--- src/rtl/dco_mod_tracker.sv ---
module dco_mod_tracker #(
  parameter int TAP_W = 3,
  parameter int MOD_W = 5
) (
  input  logic             clk,
  input  logic             rst_n,
  input  logic             fll_en,
  input  logic             step_up,
  input  logic             step_dn,
  input  logic             load_en,
  input  logic [TAP_W-1:0] load_tap,
  input  logic [MOD_W-1:0] load_frac,
  output logic [TAP_W-1:0] tap_code,
  output logic [MOD_W-1:0] frac_code,
  output logic             hi_sel
);
  localparam logic [TAP_W-1:0] TAP_MAX  = {TAP_W{1'b1}};
  localparam logic [MOD_W-1:0] FRAC_MAX = {MOD_W{1'b1}};

  logic [TAP_W-1:0] tap_q, tap_d;
  logic [MOD_W-1:0] frac_q, frac_d, acc_q;
  logic [MOD_W:0]   acc_sum;

  wire raise = fll_en & step_up & ~step_dn;
  wire lower = fll_en & step_dn & ~step_up;

  always_comb begin
    tap_d  = tap_q;
    frac_d = frac_q;
    if (!fll_en) begin
      if (load_en) begin
        tap_d  = load_tap;
        frac_d = load_frac;
      end
    end else if (raise) begin
      if (frac_q != FRAC_MAX) begin
        frac_d = frac_q + 1'b1;
      end else if (tap_q != TAP_MAX) begin
        tap_d  = tap_q + 1'b1;
        frac_d = '0;
      end
    end else if (lower) begin
      if (frac_q != '0) begin
        frac_d = frac_q - 1'b1;
      end else if (tap_q != '0) begin
        tap_d  = tap_q - 1'b1;
        frac_d = FRAC_MAX;
      end
    end
  end

  assign acc_sum = {1'b0, acc_q} + {1'b0, frac_q};

  always_ff @(posedge clk or negedge rst_n) begin
    if (!rst_n) begin
      tap_q  <= '0;
      frac_q <= '0;
      acc_q  <= '0;
    end else begin
      tap_q  <= tap_d;
      frac_q <= frac_d;
      acc_q  <= acc_sum[MOD_W-1:0];
    end
  end

  assign tap_code  = tap_q;
  assign frac_code = frac_q;
  assign hi_sel    = acc_sum[MOD_W];
endmodule

--- config.mk ---
export PLATFORM = sky130hd
export DESIGN_NAME = dco_mod_tracker
export DESIGN_NICKNAME = d
export VERILOG_FILES = /design/src/rtl/dco_mod_tracker.sv
export SDC_FILE = /design/constraint.sdc
export NUM_CORES = 1
export LEC_CHECK = 0
export ABC_AREA = 1
export BUFFER_PORTS_ARGS = -buffer_cell sky130_fd_sc_hd__buf_4
export CAP_MARGIN = 20
export CORE_MARGIN = 5
export CORE_UTILIZATION = 49
export CTS_CLUSTER_SIZE = 24
export DETAILED_ROUTE_END_ITERATION = 16
export PLACE_DENSITY = 0.75
export SKIP_LAST_GASP = 1
export SLEW_MARGIN = 5
export SYNTH_ARGS = -nofsm -noshare
export SYNTH_HDL_FRONTEND = slang
export SYNTH_SLANG_ARGS = --single-unit
--- constraint.sdc ---
create_clock -name clk -period 1.6 [get_ports clk]
set_input_delay 0.24 -clock clk [delete_from_list [all_inputs] [get_ports clk]]
set_output_delay 0.24 -clock clk [all_outputs]
set_load 0.02 [all_outputs]
======== Word level (Yosys, flattened, before mapping) ========
Cells that the tools add are included.
word-level totals
  flip-flop bits (word level) ............. 13
  word-level logic and storage cells ...... 44
  output and inout port bits .............. 9
  input port bits ......................... 14
cells by class
  reduce and logical (&&, ||, !) cells .... 5
  add/subtract/negate cells ............... 5
  muxes and demuxes ....................... 16
  bitwise gates (word level) .............. 6
  eq/ne operators ......................... 9
operators by type and width
  kind                                                                      number
  5-bit 2-to-1 mux                                                          8
  3-bit 2-to-1 mux                                                          8
  3-bit inequality test (second input constant)                             3
  5-bit by 5-bit adder with 6-bit output                                    1
  3-bit by 1-bit inequality test with 1-bit output (second input constant)  2
  6-bit AND reduction                                                       1
  5-bit by 1-bit adder with 5-bit output (second input constant)            1
  5-bit inequality test (second input constant)                             1
  5-bit nonzero test                                                        1
  5-bit by 1-bit subtractor with 5-bit output (second input constant)       1
  1-bit AND                                                                 4
  4-bit by 1-bit inequality test with 1-bit output (second input constant)  1
  4-bit by 2-bit inequality test with 1-bit output (second input constant)  1
  4-bit AND reduction                                                       1
  3-bit by 1-bit adder with 3-bit output (second input constant)            1
  3-bit by 2-bit inequality test with 1-bit output (second input constant)  1
  3-bit nonzero test                                                        1
  3-bit by 1-bit subtractor with 3-bit output (second input constant)       1
  1-bit inverter                                                            2
  2-bit nonzero test                                                        1

======== Depth between registers and ports, before layout ========
  word-level depth ........................ 6
  depth in mapped cells ................... 13
  mapped depth without buffers ............ 12

======== Least setup slack after synthesis ========
No wires, ideal clock.
  path type ............................... register to register
  start ................................... register frac_q[1] (netlist: frac_code[1])
  end ..................................... register tap_q[1] (netlist: tap_code[1])
  stages on the path, launching flop included .. 10
  path buffers ............................ 0
  data arrival time ....................... 1.650 ns
  setup time .............................. 0.123 ns
  period minus slack after synthesis ...... 1.773 ns
  slack ................................... -0.173 ns
  required time ........................... 1.477 ns
  path through ............................ dfrtp_1 -> ha_1 -> nand2_1 -> nor2_1 -> ha_1 -> inv_1 -> o21ai_1 -> nand4_1 -> nand2_1 -> o21ai_1
between the ends
  longest elaborated chain between the ends .. 3
  elaborated cells between the ends (all ways) .. 5
  those cells by class .................... 3 x eq/ne; 2 x reduce/logical
RTL lines
  what                                                         line    RTL
  start: declaration                                           21      logic [MOD_W-1:0] frac_q, frac_d, acc_q;
  start signal: assignment                                     61      frac_q <= frac_d;
  5-bit inequality test or 5-bit nonzero test (tied branches)  36, 43
  3-bit inequality test (no line)                              -
  6-bit AND reduction (no line) (*)                            -
  end signal: assignment                                       60      tap_q <= tap_d;
  end: declaration                                             20      logic [TAP_W-1:0] tap_q, tap_d;
Every way passes the cells marked *; elsewhere a longest branch is shown, timed or not.
A chain may end at the register's enable or synchronous reset.

======== Worst setup path after layout ========
  start ................................... register frac_q[2] (netlist: frac_code[2])
  end ..................................... output hi_sel
between the ends
  longest elaborated chain between the ends .. 1
RTL lines
  what                                    line  RTL
  5-bit by 5-bit adder with 6-bit output  52    assign acc_sum = {1'b0, acc_q} + {1'b0, frac_q};
  end: declaration                        15    output logic hi_sel
No other way between the ends.

==> run metrics <==
run status finished, violations left; failing checks setup timing; Final Max Slew Viols 0; setup_tns -0.5458 ns; Peak supply drop between 1.5 and 2 mV; GRT overflow 0; register area share after synthesis 28.17%; vias per cell 5.213; CP Buf/Inv Count 1; Core Area about 2200 µm²; crit path max fanout 3; fin nets 233; # rows 17; Leak Pwr ~0.87 nW; Max Cap Viol 0; Cell variety after synth 26; antenna viol nets, final 0; CP cell instances ha_4 > nand3_2 > nand3_2 > a21oi_2 > o21bai_2 > buf_6; Tmin final 1.771 ns; die area 3428 µm²; CTS clk-pin slew, worst paths 0.08 ns; Die H 58.55 µm; Port Buffers 22; clock buffer depth 2; Final period util 110.7%; final WL 3277 µm; most frequent cells in the layout nand2_1 (57), buf_4 (40), inv_1 (13), nand3_1 (12), dfrtp_1 (10); Area Overhead vs Synth 45.50%; Top Ports 23; Worst Setup Start Kind flop; initial antenna violation count 0; reg-to-reg slack, setup -0.07 ns; cell mode on critical path nand3_2; worst setup margin -0.1712 ns; DRT Pass-1 Iters 4; DRC errors left 0; cell family with most CP delay flip-flops; Final Power ~2.6 mW; final hold vios 0; Vias about 1200; initial DRC count 43; pre-CTS setup slack between 0.003 and 0.004 ns; syn_area_per_cell about 7.2 µm²; Final Setup Violations 10; RD Place Congestion 0.8874; Die Wd 58.55 µm; HPWL after DPL 2311 µm; Worst setup EP type primary output; CP arrival 1.53 ns; Worst-Margin Slew 0.2829 ns; CTS sink cnt 13; commonest non-fill, non-tap cell in the layout nand2_1; Worst Skew 0.003619 ns; Max Freq roughly 560 MHz; synthesized instance count 160; GR Util All Layers between 20% and 30%; vias in the first global route 1234; global-route wire length before repair 5451 µm; Syn Std Cell Area around 1200 µm²; CP max-delay cell dfrtp_1; starting density of the core a little over 50%; cell chosen for the clock root clkbuf_4; Core Util, Final between 70% and 80%; PD cells 1570 nW/µm²; htree depth 1; DR WL/cell about 14 µm; CP Class flop to primary output; Slew HR roughly four fifths; n_diodes 0; RSZ-0062 raised after global routing true; CTS tree yes; synth warn 0; largest net degree at the start of global routing 14; CP max stage delay 0.43 ns; register bit count reported by yosys 13; share of layout cells above drive strength 1 42.51%; Worst-Skew Late Latency ~0.28 ns; HP Class input port to flop; WP data required 1.36 ns; post-synth net total 185; CTS Buf Count 3
synthesized netlist by cell type:
master	n	area share [%]
nand3_4	1	1.5
or2_2	2	1.1
clkinv_1	1	0.32
fa_1	1	1.7
nand3_1	14	6.1
a21oi_4	1	1.4
nand2_1	60	20
mux2i_1	1	0.87
buf_4	1	0.65
nand4_1	3	1.6
dfrtp_1	13	28
inv_1	15	4.9
ha_1	10	11
nor2_4	1	0.98
xor2_1	4	3.0
a21oi_1	2	0.87
nor2_1	9	2.9
buf_6	2	2.0
nand3b_1	1	0.65
o21ai_1	4	1.7
nor2_2	2	1.1
a21oi_2	2	1.5
o21ai_0	3	1.3
nand3_2	5	4.3
inv_2	1	0.32
o21bai_1	1	0.65
layout make-up:
cell class              instances  area (µm²)
clock buffers                   4       26.28
fillers                       170       553.0
inverters                      17       67.56
multi-input cells             127       855.8
flip-flops and latches         13       329.1
well taps                      28       35.03
repair buffers                 46       366.6
worst register-to-register path, delay by kind of cell (launching register included):
family                   cells  cell delay, ns
XOR/XNOR                     1            0.13
buffers and inverters        5            0.59
flip-flops                   1            0.43
AND/OR/NAND/NOR              2            0.17
adder cells (fa/ha/maj)      1            0.26
worst paths after layout:
check,from,to,cells past startpoint
min in group asynchronous,rst_n,acc_q[3],2
max in group asynchronous,rst_n,frac_code[3],2
worst min register to register,acc_q[0],acc_q[0],1
worst max register to register,acc_q[1],acc_q[3],9
worst max-delay path,frac_code[2],hi_sel,6
worst min-delay path,load_tap[1],tap_code[1],3
what timing repair did:
| item | 4_1_cts | 5_1_grt |
|---|---|---|
| endpoints found under the setup margin | 2 | 10 |
| hold buffers | 1 | 0 |
| setup buffers | 8 | 3 |
| gates resized for setup | 16 | 12 |
| endpoints found under the hold margin | 13 | 0 |
| pin swaps | 5 | 8 |
metal layers:
| layer | track usage, % | wire [µm] | vias to the layer above |
|---|---|---|---|
| met5 | 0 | 0 | - |
| li1 | - | - | 607 |
| met2 | 37.00 | 1724 | 39 |
| met3 | 3.289 | 164 | 6 |
| met1 | 25.14 | 1351 | 573 |
| met4 | 4.967 | 38 | 0 |
stage by stage:
| stage | instance area [µm²] | cells | hold WS [ns] |
|---|---|---|---|
| after CTS | 1639 | 234 | 0.2724 |
| after global routing | 1680 | 235 | 0.2891 |
| after detailed placement | 1458 | 221 | 0.09710 |
| final | 1680 | 235 | 0.2640 |
| after global placement | 1458 | 221 | 0.09232 |
| after floorplan | 1182 | 160 | -0.05559 |
cells by family after synthesis:
logic type,count (synthesis),share of synthesized area [%]
AOI/OAI and AO/OA,13,7.476
xor gates and xnor gates,4,3.033
adders and majority gates,11,12.57
buffers and inverters,20,8.125
DFF,13,28.17
muxes,1,0.8668
and+or+nand+nor,98,39.76
power breakdown:
part / leakage [nW] / switching, mW / internal (mW)
clock: 0.0150 / 0.115 / 0.0968
combinational: 0.699 / 0.907 / 0.893
sequential: 0.153 / 0.148 / 0.477
sequential cells by signal, indices dropped and copies added (netlist names):
signal / flops
acc_q: 5
tap_code: 3
frac_code: 5
Note: power is estimated with default switching activity, not from simulation.
